**src/rtl/tmr_kctl_pkg.sv**
```systemverilog
package tmr_kctl_pkg;

    localparam int unsigned FIELD_W = 10;
    localparam int unsigned SEL_W   = 4;
    localparam int unsigned LVL_W   = 2;
    localparam int unsigned ID_W    = 4;

    // Stored control word, most significant field first (bit 9 down to bit 0).
    typedef struct packed {
        logic             p_tmr_en;
        logic             v_tmr_en;
        logic [SEL_W-1:0] evt_sel;
        logic             evt_fall;
        logic             evt_en;
        logic             v_cnt_en;
        logic             p_cnt_en;
    } kctl_t;

    typedef enum logic [ID_W-1:0] {
        TGT_FREQ   = 4'd0,
        TGT_PCNT   = 4'd1,
        TGT_VCNT   = 4'd2,
        TGT_P_CTL  = 4'd3,
        TGT_P_CMP  = 4'd4,
        TGT_P_TVAL = 4'd5,
        TGT_V_CTL  = 4'd6,
        TGT_V_CMP  = 4'd7,
        TGT_V_TVAL = 4'd8
    } tgt_e;

endpackage

```
**src/rtl/tmr_kctl_store.sv**
```systemverilog
module tmr_kctl_store
    import tmr_kctl_pkg::*;
(
    input  logic               clk,
    input  logic               rst_n,
    input  logic               wr_ok,
    input  logic               el0_req,
    input  logic               req_write,
    input  logic [FIELD_W-1:0] wdata,
    output kctl_t              ctl
);

    typedef struct packed {
        kctl_t ctl;
    } state_t;

    state_t st_d, st_q;

    always_comb begin
        st_d = st_q;
        if (wr_ok) begin
            st_d.ctl = kctl_t'(wdata);
        end
    end

    always_ff @(posedge clk or negedge rst_n) begin
        if (!rst_n) begin
            st_q <= '0;
        end else begin
            st_q <= st_d;
        end
    end

    assign ctl = st_q.ctl;

    // a write from EL0 must not disturb the stored word
    a_r5_el0_write_blocked: assert property (@(posedge clk) disable iff (!rst_n)
        (el0_req && req_write) |=> $stable(st_q.ctl));

    // a privileged write lands in the next cycle
    a_r2_write_lands: assert property (@(posedge clk) disable iff (!rst_n)
        wr_ok |=> (st_q.ctl == kctl_t'($past(wdata))));

    // the word changes only because of a privileged write
    a_r2_hold_without_write: assert property (@(posedge clk) disable iff (!rst_n)
        !wr_ok |=> $stable(st_q.ctl));

endmodule

```
**src/rtl/tmr_kctl_trap.sv**
```systemverilog
module tmr_kctl_trap
    import tmr_kctl_pkg::*;
(
    input  logic [LVL_W-1:0] cur_lvl,
    input  logic [ID_W-1:0]  target,
    input  kctl_t            ctl,
    output logic             trap
);

    logic at_el0;
    logic blocked;

    assign at_el0 = (cur_lvl == '0);

    always_comb begin
        case (tgt_e'(target))
            TGT_FREQ:                          blocked = !(ctl.p_cnt_en || ctl.v_cnt_en);
            TGT_PCNT:                          blocked = !ctl.p_cnt_en;
            TGT_VCNT:                          blocked = !ctl.v_cnt_en;
            TGT_P_CTL, TGT_P_CMP, TGT_P_TVAL:  blocked = !ctl.p_tmr_en;
            TGT_V_CTL, TGT_V_CMP, TGT_V_TVAL:  blocked = !ctl.v_tmr_en;
            default:                           blocked = 1'b0;
        endcase
    end

    assign trap = at_el0 && blocked;

    // no trap above EL0
    always_comb begin
        if (!at_el0) a_r10_priv_no_trap: assert (!trap);
    end

    // frequency access passes when either counter enable is set
    always_comb begin
        if (target == ID_W'(TGT_FREQ) && (ctl.p_cnt_en || ctl.v_cnt_en))
            a_r9_freq_either_enable: assert (!trap);
    end

endmodule

```
**src/rtl/tmr_kctl_guard.sv**
```systemverilog
module tmr_kctl_guard
    import tmr_kctl_pkg::*;
#(
    parameter int unsigned REG_W = 32
) (
    input  logic             clk,
    input  logic             rst_n,
    input  logic [1:0]       cur_lvl,
    input  logic             req_valid,
    input  logic             req_write,
    input  logic [REG_W-1:0] req_wdata,
    output logic [REG_W-1:0] rd_data,
    output logic             ctl_undef,
    input  logic [3:0]       chk_target,
    output logic             trap,
    output logic             evt_en,
    output logic             evt_fall,
    output logic [3:0]       evt_sel
);

    localparam int unsigned PAD_W = REG_W - FIELD_W;

    logic  el0_req;
    logic  wr_ok;
    logic  rd_ok;
    kctl_t ctl;
    logic  unused_hi;

    assign unused_hi = ^req_wdata[REG_W-1:FIELD_W];
    assign el0_req   = req_valid && (cur_lvl == '0);
    assign wr_ok     = req_valid && req_write && !el0_req;
    assign rd_ok     = req_valid && !req_write && !el0_req;
    assign ctl_undef = el0_req;
    assign rd_data   = rd_ok ? {{PAD_W{1'b0}}, ctl} : '0;

    tmr_kctl_store i_store (
        .clk       (clk),
        .rst_n     (rst_n),
        .wr_ok     (wr_ok),
        .el0_req   (el0_req),
        .req_write (req_write),
        .wdata     (req_wdata[FIELD_W-1:0]),
        .ctl       (ctl)
    );

    tmr_kctl_trap i_trap (
        .cur_lvl (cur_lvl),
        .target  (chk_target),
        .ctl     (ctl),
        .trap    (trap)
    );

    assign evt_en   = ctl.evt_en;
    assign evt_fall = ctl.evt_fall;
    assign evt_sel  = ctl.evt_sel;

    // the reserved part of the read data stays zero
    a_r3_reserved_zero: assert property (@(posedge clk) disable iff (!rst_n)
        rd_data[REG_W-1:FIELD_W] == '0);

    // an EL0 request never returns data
    a_r5_el0_no_data: assert property (@(posedge clk) disable iff (!rst_n)
        (req_valid && cur_lvl == 2'd0) |-> (rd_data == '0));

    // the undefined flag never rises without a request
    a_r4_undef_needs_req: assert property (@(posedge clk) disable iff (!rst_n)
        !req_valid |-> !ctl_undef);

endmodule

```
**config.mk**
```make
export PLATFORM = sky130hd
export DESIGN_NAME = tmr_kctl_guard
export DESIGN_NICKNAME = d
export VERILOG_FILES = /design/src/rtl/tmr_kctl_pkg.sv /design/src/rtl/tmr_kctl_store.sv /design/src/rtl/tmr_kctl_trap.sv /design/src/rtl/tmr_kctl_guard.sv
export SDC_FILE = /design/constraint.sdc
export NUM_CORES = 1
export LEC_CHECK = 0
export BUFFER_PORTS_ARGS = -buffer_cell sky130_fd_sc_hd__buf_2
export CAP_MARGIN = 10
export CORE_ASPECT_RATIO = 0.75
export CORE_UTILIZATION = 33
export DETAILED_ROUTE_END_ITERATION = 8
export PLACE_DENSITY = 0.78
export SLEW_MARGIN = 20
export SYNTH_ARGS = -nofsm -noshare
export SYNTH_HDL_FRONTEND = slang
export SYNTH_SLANG_ARGS = --single-unit
```
**constraint.sdc**
```tcl
create_clock -name clk -period 0.99 [get_ports clk]
set_input_delay 0.0495 -clock clk [delete_from_list [all_inputs] [get_ports clk]]
set_output_delay 0.0495 -clock clk [all_outputs]
set_load 0.01 [all_outputs]
```
==> out/qor_table.md, run 1 <==
| Stage | Quantity | This run |
|---|---|---|
| drt | Via count normalized by instance count | 4.08 |
| finish | Final core utilization | 0.469 |
| setup path | Critical path, cell by cell | a211o_1 > a21oi_2 > buf_2 |
| setup path | Setup slack, reg-to-reg | 0.12 ns |
| die | Rows | 14 |
| die | Overall die width | 56.5 µm |
| setup path | Terminus of the critical flop-to-flop path | i_store.ctl[2] |
| synth | Post-Syn Instances | 72 |
| setup path | Path type of the worst setup path | reg2out |
| grt | Maximum number of pins on one net before global-route repair | 11 |
| clock tree | Clock-pin slew on the worst setup and hold paths | 0.07 ns |
| finish | Flip-flop count of the largest register after layout | 10 |
| drt | Final WL | 1470 µm |
| setup path | Worst Reg2Reg Path Length in Cells | 2 |
| synth | Post-Synthesis Mean Instance Area | 10.2 µm² |
| worst hold path | Endpoint of the worst hold-timing path | i_store.ctl[8] |
| timing | RSZ-0062 raised after global routing | true |
| grt | Number of antenna violations at the first check in global routing | 0 |
| grt | Via count of the first global-routing pass | 506 |
| clock tree | Clock Sink Count | 10 |
| grt | First-pass GRT wire length | 2160 µm |
| timing | Worst hold slack | 0.0131 ns |
| setup path | Data required, critical path | 0.94 ns |
| timing | Hold violation total from the final report | 0 |
| setup path | Kind of end point of the critical path | output pin |
| placement | DP HPWL | 1210 µm |
| timing | Worst Clk Skew | 0 ns |
| placement | Cell count after placement | 132 |
| timing | Least setup slack across all paths after layout | -0.309 ns |
| die | Die ar. | 2420 µm² |
| drt | Iteration-0 DRC Markers | 3 |
| power | Worst IR Drop VDD | 0.00125 V |
| grt | Remaining global-route overflow | 0 |
| setup path | Worst endpoint data arrival time | 1.25 ns |
| clock tree | Worst skew pair latency | 0.26 ns |
| die | Top-level port count | 82 |
| timing | Highest achievable clock rate | 0.770 GHz |
| drt | Via count of the routed design | 575 |
| job | Maxcap violations | 0 |
| finish | Fraction of final layout cells with drive strength greater than 1 | 0.513 |
| drt | Routed length per instance | 10.4 µm |
| finish | Diode count | 0 |
| synth | Synthesized cell area | 736 µm² |
| setup path | CP max stage delay | 0.41 ns |
| timing | Minimum clock period after layout | 1.30 ns |
| finish | Net count reported at finish | 160 |
| setup path | Worst R2R Start | i_store.ctl[2] |
| clock tree | Max clock buf depth | 2 |
| worst hold path | Cell count of the worst hold path | 2 |
| placement | Count of port buffers added during placement | 37 |
| finish | Area Growth Syn to Fin | 30.8% |
| setup path | Startpoint type of the worst setup path | flop |
| die | Core ar. | 2050 µm² |
| power | Power density relative to cell area | 1330 nW/µm² |
| run status | Outcome | finished, violations left |
| synth | Yosys warning count | 0 |
| clock tree | CTS root buf | clkbuf_4 |
| finish | Fill count | 216 |
| timing | Fraction of the cycle the final worst path needs | 1.31 |
| drt | Number of design rule violations left after detail routing | 0 |
| setup path | Critical-path top delay cell | dfrtp_1 |
| synth | Seq cells post-synth | 10 |
| clock tree | Clock tree from TritonCTS | yes |
| worst hold path | HP Start | req_wdata[8] |
| timing | Max-slew violations | 0 |
| clock tree | Number of CTS-inserted buffers | 3 |
| run status | Failing checks | negative setup slack |
| finish | Post-route insts no fill | 141 |
| worst hold path | Hold crit path type | in2reg |
| setup path | Worst-path maximum fanout | 4 |
| die | Initial Utilization | 0.359 |
| placement | Routability congestion estimate | 0.598 |
| grt | Total track usage | 0.119 |
| power | Leakage component of the power | 0.000535 µW |
| die | Die Y | 42.9 µm |
| synth | Synth cell types | 15 |
| timing | Count of final setup violators | 3 |
| drt | Antenna violation net count after detailed routing | 0 |
| drt | First-pass iteration count of the detailed router | 2 |
| synth | Proportion of synthesized chip area in sequential cells | 0.340 |
| clock tree | Maximum level of the CTS H-tree | 1 |
## cells in the final DEF (no fill, tap or decap)
cell type,n
buf_2,37
nor3b_4,1
dfrtp_1,10
a22oi_1,1
clkbuf_8,1
dlygate4sd3_1,3
buf_4,5
o21ai_0,1
mux2_2,10
a21oi_1,1
conb_1,22
inv_1,3
a211o_1,1
and2_1,11
a21oi_2,1
o21ai_1,1
a31oi_1,1
nor2_1,1
buf_12,1
clkbuf_4,3
o211ai_1,1
o211ai_4,1
## power breakdown
part	internal, µW	switching (µW)
sequential	482	50.2
combinational	204	188
clock	223	136
## cells by family (layout without fill, tap and decap cells)
logic type,count (synthesis),in the layout,synth area share
other cells,1,22,0.00510
simple gates,13,13,0.124
mux,10,10,0.153
flops,10,10,0.340
buf+inv,29,53,0.281
compound gates,9,9,0.0970
## metal layers
| metal | part of all wire | track usage | up-vias |
|---|---|---|---|
| met3 | 0.078 | 0.0488 | 0 |
| met4 | 0 | 0.0146 | 0 |
| met5 | 0 | 0 | - |
| li1 | - | - | 279 |
| met1 | 0.42 | 0.122 | 257 |
| met2 | 0.51 | 0.233 | 39 |
## how the worst max path moves through the flow
stage              startpoint              to  slack [ns]  depth (start not counted)
2_1_floorplan  i_store.ctl[9]            trap        0.09                          2
3_3_place_gp       cur_lvl[1]  i_store.ctl[5]        0.02                          4
3_5_place_dp   i_store.ctl[9]            trap       -0.03                          3
4_1_cts        i_store.ctl[9]            trap       -0.31                          3
5_1_grt        i_store.ctl[8]            trap       -0.38                          4
6_report       i_store.ctl[9]            trap       -0.31                          3
## synthesized netlist by cell type, drive strengths merged
library cell,instances,area share
buf,26,0.27
o211ai,2,0.039
a22oi,1,0.010
a31oi,1,0.0085
o21ai,2,0.014
a21oi,2,0.014
mux2,10,0.15
inv,3,0.015
nor2,1,0.0051
conb,1,0.0051
dfrtp,10,0.34
nor3b,1,0.026
a211o,1,0.012
and2,11,0.094
## area by class of cell
type	instances	area, µm²	area share
clock buffer	4	36.3	0.0377
inverter	3	11.3	0.0117
multi-input combinational	54	362	0.376
sequential	10	250	0.260
tap	24	30.0	0.0312
timing repair buffer	46	273	0.283
## worst max-delay path, delay by kind of cell, from the launching register on
family | cells | cell delay (ns)
AO/OA/AOI/OAI | 2 | 0.44
buffers and inverters | 1 | 0.14
flip-flops | 1 | 0.41
## stage by stage
step / worst slack (ns) / total power (µW) / setup TNS [ns] / cell area, µm²
2_1_floorplan: 0.0895 / 832 / 0 / 815
3_3_place_gp: 0.0176 / 886 / 0 / 877
3_5_place_dp: -0.0299 / 904 / -0.0967 / 877
4_1_cts: -0.310 / 1280 / -0.349 / 927
5_1_grt: -0.379 / 1380 / -0.764 / 962
6_report: -0.309 / 1280 / -0.345 / 962
## repair_timing
item / 4_1_cts / 5_1_grt
hold endpoints to repair: 10 / 2
setup buffers: 0 / 2
pin swaps: 0 / 5
setup endpoints to repair: 4 / 11
hold buffers: 1 / 2
gates resized for setup: 1 / 1
No activity file was read; power rests on OpenSTA's default activity.
==> run 2: changes to the inputs <==
==> constraint.sdc (replaced) <==
create_clock -name clk -period 0.99 [get_ports clk]
set_input_delay 0.198 -clock clk [delete_from_list [all_inputs] [get_ports clk]]
set_output_delay 0.198 -clock clk [all_outputs]
set_load 0.01 [all_outputs]
==> run 2 against run 1 <==
The flow still finishes with violations (negative setup slack). Combinational power up 64%. Via count grew 8.9%. Register-to-register slack got worse by 0.02 ns. Highest routed layer unchanged. Largest power group is now combinational logic. Wire length rose by 14%. Critical endpoint unchanged. Fmax is 7.2% lower. Power increased by 20%. Die area unchanged. Non-clock buffer count up 8. Cell area grew 29%. Clock-buffer cell count is the same.
==> out/qor_table.md, run 2 (synthesis gave the netlist of run 1 again) <==
| Stage | Quantity | This run | Delta |
|---|---|---|---|
| timing | Count of final setup violators | 22 | +19 |
| setup path | Worst-path maximum fanout | 3 | -1 |
| placement | Cell count after placement | 136 | +3.0% |
| power | Leakage component of the power | 0.000681 µW | +27% |
| clock tree | Number of CTS-inserted buffers | 3 | unchanged |
| clock tree | Max clock buf depth | 2 | unchanged |
| timing | Max-slew violations | 0 | unchanged |
| finish | Area Growth Syn to Fin | 69.0% |  |
| die | Die Y | 42.9 µm | unchanged |
| timing | Worst hold slack | 0.161 ns | +0.148 ns |
| finish | Net count reported at finish | 168 | +5.0% |
| timing | Summed negative setup slack over all endpoints | -2.40 ns | -2.05 ns |
| die | Initial Utilization | 0.359 | unchanged |
| die | Overall die width | 56.5 µm | unchanged |
| timing | Fraction of the cycle the final worst path needs | 1.41 | +0.102 |
| grt | Number of antenna violations at the first check in global routing | 0 | unchanged |
| setup path | Worst endpoint data arrival time | 1.20 ns | -0.05 ns |
| setup path | Path type of the worst setup path | reg2out |  |
| drt | Met3 Wirelength | 141 µm | +23% |
| timing | RSZ-0062 raised after global routing | true |  |
| timing | Highest achievable clock rate | 0.714 GHz | -7.2% |
| clock tree | Clock tree from TritonCTS | yes |  |
| drt | Iteration-0 DRC Markers | 15 | +12 |
| drt | Via count normalized by instance count | 4.20 | +3.0% |
| timing | Hold violation total from the final report | 0 | unchanged |
| drt | Antenna violation net count after detailed routing | 0 | unchanged |
| grt | Remaining global-route overflow | 0 | unchanged |
| clock tree | Clock Sink Count | 10 | unchanged |
| finish | Commonest non-fill, non-tap cells in the layout | conb_1 (22), buf_2 (22), buf_6 (21) |  |
| finish | Post-route insts no fill | 149 | +5.7% |
| timing | Minimum clock period after layout | 1.40 ns | +0.101 ns |
| setup path | Kind of end point of the critical path | output pin |  |
| power | Power density relative to cell area | 1240 nW/µm² | -7.0% |
| die | Rows | 14 | unchanged |
| power | Worst IR Drop VDD | 0.000940 V | -25% |
| clock tree | Worst skew pair latency | 0.26 ns | about the same |
| grt | Maximum number of pins on one net before global-route repair | 11 | unchanged |
| clock tree | CTS root buf | clkbuf_4 |  |
| drt | Routed length per instance | 11.3 µm | +8.4% |
| setup path | Startpoint type of the worst setup path | flop |  |
| job | Maxcap violations | 0 | unchanged |
| finish | Diode count | 0 | unchanged |
| setup path | Setup slack, reg-to-reg | 0.10 ns | -0.02 ns |
| setup path | Data required, critical path | 0.79 ns | -0.15 ns |
| finish | Final core utilization | 0.607 | +0.137 |
| grt | Total track usage | 0.135 | +0.0151 |
| worst hold path | Hold crit path type | in2reg |  |
| finish | Fraction of final layout cells with drive strength greater than 1 | 0.640 | +0.127 |
| die | Core ar. | 2050 µm² | unchanged |
| clock tree | Clock-pin slew on the worst setup and hold paths | 0.07 ns | about the same |
| timing | Least setup slack across all paths after layout | -0.410 ns | -0.101 ns |
| run status | Failing checks | negative setup slack |  |
| grt | Via count of the first global-routing pass | 562 | +11% |
| placement | Count of port buffers added during placement | 37 | unchanged |
| grt | First-pass GRT wire length | 2520 µm | +17% |
| timing | Worst Clk Skew | 0 ns | unchanged |
| drt | Number of design rule violations left after detail routing | 0 | unchanged |
| finish | Fill count | 173 | -20% |
| drt | Met2 routed WL | 881 µm | +18% |
| placement | DP HPWL | 1180 µm | -2.2% |
| drt | First-pass iteration count of the detailed router | 2 | unchanged |
| drt | Max layer used | met3 |  |
| die | Die ar. | 2420 µm² | unchanged |
| drt | Final WL | 1680 µm | +14% |
| clock tree | Maximum level of the CTS H-tree | 1 | unchanged |
| drt | Via count of the routed design | 626 | +8.9% |
| die | Top-level port count | 82 | unchanged |
| finish | Flip-flop count of the largest register after layout | 10 | unchanged |
| drt | Wire length the detailed router placed on met1 | 660 µm | +8.2% |
| placement | Routability congestion estimate | 0.775 | +30% |
| run status | Outcome | finished, violations left |  |
==> run 2: cell count changes in the layout (fill, tap and decap cells not counted), sizes merged <==
| cell | delta |
|---|---|
| clkbuf | +1 |
| buf | +9 |
| dlygate4sd3 | -2 |
==> run 2: cell type report <==
| cell class | instances | area [µm²] | share of cell area |
|---|---|---|---|
| Clock buffer | 4 | 36.3 | 0.0292 |
| Inverter | 3 | 11.3 | 0.00905 |
| Timing Repair Buffer | 54 | 484 | 0.389 |
| Sequential cell | 10 | 250 | 0.201 |
| Multi-Input combinational cell | 54 | 432 | 0.347 |
| Tap cell | 24 | 30.0 | 0.0241 |
==> run 2: report_power, final <==
group	switching, µW	total [µW]	internal (µW)	leakage [µW]
logic	235	644	409	0.000542
registers	60.0	542	482	0.000118
clock network	134	356	223	0.0000210
total	428	1540	1110	0.000681
==> run 2: final timing paths <==
check,startpoint,endpoint,cells after the start
worst max-delay path,i_store.ctl[9],trap,3
worst min-delay path,req_wdata[2],i_store.ctl[2],2
worst max register to register,i_store.ctl[1],i_store.ctl[1],2
worst min register to register,i_store.ctl[5],i_store.ctl[5],1
max in group asynchronous,rst_n,i_store.ctl[8],2
min in group asynchronous,rst_n,i_store.ctl[9],2
==> run 2: critical path, stage by stage (launching register included) <==
cell,delay (ns)
dfrtp_1,0.41
a211o_1,0.28
a21oi_2,0.11
buf_2,0.13
==> run 2: repair_timing <==
action | in CTS | in global routing
hold endpoints to repair | 10 | 0
resized for setup | 29 | 24
pin swaps | 5 | 5
cloned | 0 | 1
hold buffers | 1 | 0
setup endpoints to repair | 17 | 21
buffers inserted | 5 | 2
==> run 2: per-stage QoR <==
stage	cell area, µm²	worst slack [ns]	power, µW
after floorplan	818	-0.00668	835
after global placement	911	-0.229	925
after detailed placement	911	-0.262	938
after CTS	1110	-0.401	1430
after global routing	1240	-0.473	1640
final	1240	-0.410	1540
==> run 2: per-layer routing <==
| layer | global-route usage | vias to the layer above |
|---|---|---|
| met3 | 0.0610 | 0 |
| met1 | 0.154 | 290 |
| li1 | - | 297 |
| met4 | 0 | 0 |
| met2 | 0.245 | 39 |
| met5 | 0 | - |
==> run 3: changes to the inputs <==
==> constraint.sdc (replaced) <==
create_clock -name clk -period 0.99 [get_ports clk]
set_input_delay 0.2475 -clock clk [delete_from_list [all_inputs] [get_ports clk]]
set_output_delay 0.2475 -clock clk [all_outputs]
set_load 0.01 [all_outputs]
==> run 3 against run 2 <==
The run still ends with negative setup slack left. Cell count fell by 1.3%. Clock power fell by 28%. Worst hold slack improved by 0.063 ns. Power fell by 9.0%. Flip-flop and latch count unchanged. Clock-buffer cell count decreased by 1. Clock skew unchanged. Sequential power hardly changed. Largest cell class unchanged. Highest routed layer is now met4.
==> out/qor_table.md, run 3 (synthesis gave the netlist of run 1 again) <==
| Stage | Quantity | This run | Delta |
|---|---|---|---|
| power | Net switching power of the design | 411 µW | -4.0% |
| grt | Remaining global-route overflow | 0 | unchanged |
| setup path | Startpoint type of the worst setup path | flop |  |
| clock tree | Maximum level of the CTS H-tree | 1 | unchanged |
| die | Die ar. | 2420 µm² | unchanged |
| grt | Via count of the first global-routing pass | 642 | +14% |
| drt | Via count normalized by instance count | 4.18 | -0.58% |
| worst hold path | Cell count of the worst hold path | 2 | unchanged |
| power | Total power | 1400 µW | -9.0% |
| power | Portion of total power attributed to sequential cells | 0.387 | +0.036 |
| setup path | CP bufs+invs | 1 | unchanged |
| die | Initial Utilization | 0.359 | unchanged |
| setup path | Worst Reg2Reg Path Length in Cells | 3 | +1 |
| placement | Pre-CTS setup slack | -0.328 ns | -0.0663 ns |
| timing | RSZ-0062 raised after global routing | true |  |
| setup path | CP max stage delay | 0.41 ns | about the same |
| setup path | Worst-path maximum fanout | 3 | unchanged |
| drt | Via count of the routed design | 614 | -1.9% |
| placement | Count of port buffers added during placement | 37 | unchanged |
| timing | Count of final setup violators | 28 | +27% |
| drt | Antenna violation net count after detailed routing | 0 | unchanged |
| die | Rows | 14 | unchanged |
| finish | Final non-filler cell area | 1210 µm² | -3.0% |
| drt | Final WL | 1860 µm | +10% |
| power | Power density relative to cell area | 1160 nW/µm² | -6.2% |
| grt | Met1 capacity usage during global routing | 0.138 | -0.0162 |
| die | Top-level port count | 82 | unchanged |
| setup path | Worst endpoint data arrival time | 1.20 ns | about the same |
| finish | Flip-flop count of the largest register after layout | 10 | unchanged |
| clock tree | Worst skew pair latency | 0.25 ns | about the same |
| clock tree | Clock-pin slew on the worst setup and hold paths | 0.06 ns | about the same |
| worst hold path | Endpoint of the worst hold-timing path | i_store.ctl[2] |  |
| drt | Number of design rule violations left after detail routing | 0 | unchanged |
| worst hold path | HP Start | req_wdata[2] |  |
| clock tree | CTS root buf | clkbuf_4 |  |
| die | Core ar. | 2050 µm² | unchanged |
| run status | Failing checks | negative setup slack |  |
| timing | Worst Clk Skew | 0 ns | unchanged |
| grt | First-pass GRT wire length | 2750 µm | +9.1% |
| power | Cell-internal power | 992 µW | -11% |
| placement | Cell area after placement | 945 µm² | +3.7% |
| finish | Diode count | 0 | unchanged |
| finish | Fraction of final layout cells with drive strength greater than 1 | 0.642 | +0.00228 |
| worst hold path | Hold crit path type | in2reg |  |
| grt | Layer carrying the most global-route usage | met2 |  |
| timing | Worst hold slack | 0.224 ns | +0.0625 ns |
| finish | Area Growth Syn to Fin | 63.9% |  |
| run status | Outcome | finished, violations left |  |
| timing | Fraction of the cycle the final worst path needs | 1.46 | +0.0439 |
| die | Overall die width | 56.5 µm | unchanged |
| clock tree | Clock tree from TritonCTS | yes |  |
| timing | Hold violation total from the final report | 0 | unchanged |
| setup path | Worst R2R Start | i_store.ctl[9] |  |
| power | Leakage component of the power | 0.000664 µW | -2.5% |
| setup path | Kind of end point of the critical path | output pin |  |
| placement | Routability congestion estimate | 0.753 | -2.8% |
| setup path | Critical path, cell by cell | a211o_1 > a21oi_2 > buf_2 |  |
| grt | Number of antenna violations at the first check in global routing | 0 | unchanged |
| power | Worst IR Drop VDD | 0.000795 V | -15% |
| finish | Net count reported at finish | 167 | -0.60% |
| grt | GRT met3 Usage | 0.0640 | +0.00305 |
| power | Fraction of power consumed by combinational cells | 0.429 | +0.012 |
| drt | First-pass iteration count of the detailed router | 2 | unchanged |
| job | Maxcap violations | 0 | unchanged |
| grt | Maximum number of pins on one net before global-route repair | 11 | unchanged |
| drt | Iteration-0 DRC Markers | 1 | -14 |
| finish | Commonest non-fill, non-tap cells in the layout | buf_2 (24), conb_1 (22), buf_6 (18) |  |
| power | Switching fraction of total power | 0.293 | +0.0154 |
| power | Clock network fraction of design power | 0.184 | -0.047 |
| setup path | Critical-path top delay cell | dfrtp_1 |  |
| timing | Least setup slack across all paths after layout | -0.453 ns | -0.0435 ns |
| setup path | Setup slack, reg-to-reg | -0.04 ns | -0.14 ns |
| setup path | Data required, critical path | 0.74 ns | -0.05 ns |
| grt | Met2 usage in global routing | 0.280 | +0.0353 |
| die | Die Y | 42.9 µm | unchanged |
| timing | Summed negative setup slack over all endpoints | -3.98 ns | -1.58 ns |
| clock tree | Clock Sink Count | 10 | unchanged |
| grt | Total track usage | 0.150 | +0.0153 |
| clock tree | Max clock buf depth | 2 | unchanged |
| setup path | Path type of the worst setup path | reg2out |  |
| setup path | Terminus of the critical flop-to-flop path | i_store.ctl[9] |  |
| timing | Highest achievable clock rate | 0.693 GHz | -3.0% |
| timing | Minimum clock period after layout | 1.44 ns | +0.0435 ns |
| drt | Routed length per instance | 12.6 µm | +12% |
| clock tree | Number of CTS-inserted buffers | 3 | unchanged |
| placement | DP HPWL | 1280 µm | +8.1% |
| finish | Most frequent standard cell in the layout excluding fill and tap cells | buf_2 |  |
| setup path | Kind of cell adding the most delay to the critical path | compound AO/OA/AOI/OAI gates |  |
| timing | Max-slew violations | 0 | unchanged |
## run 3: routing by layer
layer / up-vias / share of wire
li1: 293 / -
met4: 0 / 0.010
met2: 40 / 0.52
met5: - / 0
met3: 2 / 0.10
met1: 279 / 0.37
## run 3: power groups by stage
stage / Clock (µW) / Combinational, µW / Sequential, µW
floorplan: 0 / 319 / 538
global placement: 0 / 423 / 536
detailed placement: 0 / 432 / 543
CTS: 281 / 537 / 539
global route: 293 / 649 / 552
finish: 258 / 602 / 544
## run 3: final cells by class
cell class              instances  area [µm²]
multi-input cells              54         432
clock buffers                   3        22.5
fillers                       171         843
inverters                       3        11.3
flip-flops and latches         10         250
repair buffers                 53         460
well taps                      24        30.0
## run 3: worst max path at each step
stage	depth (start not counted)	to	start
after floorplan	2	trap	i_store.ctl[9]
after global placement	6	rd_data[4]	cur_lvl[1]
after detailed placement	6	rd_data[4]	cur_lvl[1]
after CTS	4	trap	i_store.ctl[1]
after global routing	4	trap	i_store.ctl[8]
final	3	trap	i_store.ctl[9]
## run 3: through the flow
| stage | instances | utilization |
|---|---|---|
| after floorplan | 93 | - |
| after global placement | 137 | 0.461 |
| after detailed placement | 137 | 0.461 |
| after CTS | 145 | 0.551 |
| after global routing | 147 | 0.589 |
| final | 147 | 0.589 |
## run 3: what timing repair did
item	in CTS	in global routing
cloned	0	1
endpoints found under the hold margin	10	0
gates resized for setup	30	13
endpoints found under the setup margin	18	28
pin swaps	8	3
buffers inserted	4	4
hold buffers	1	0
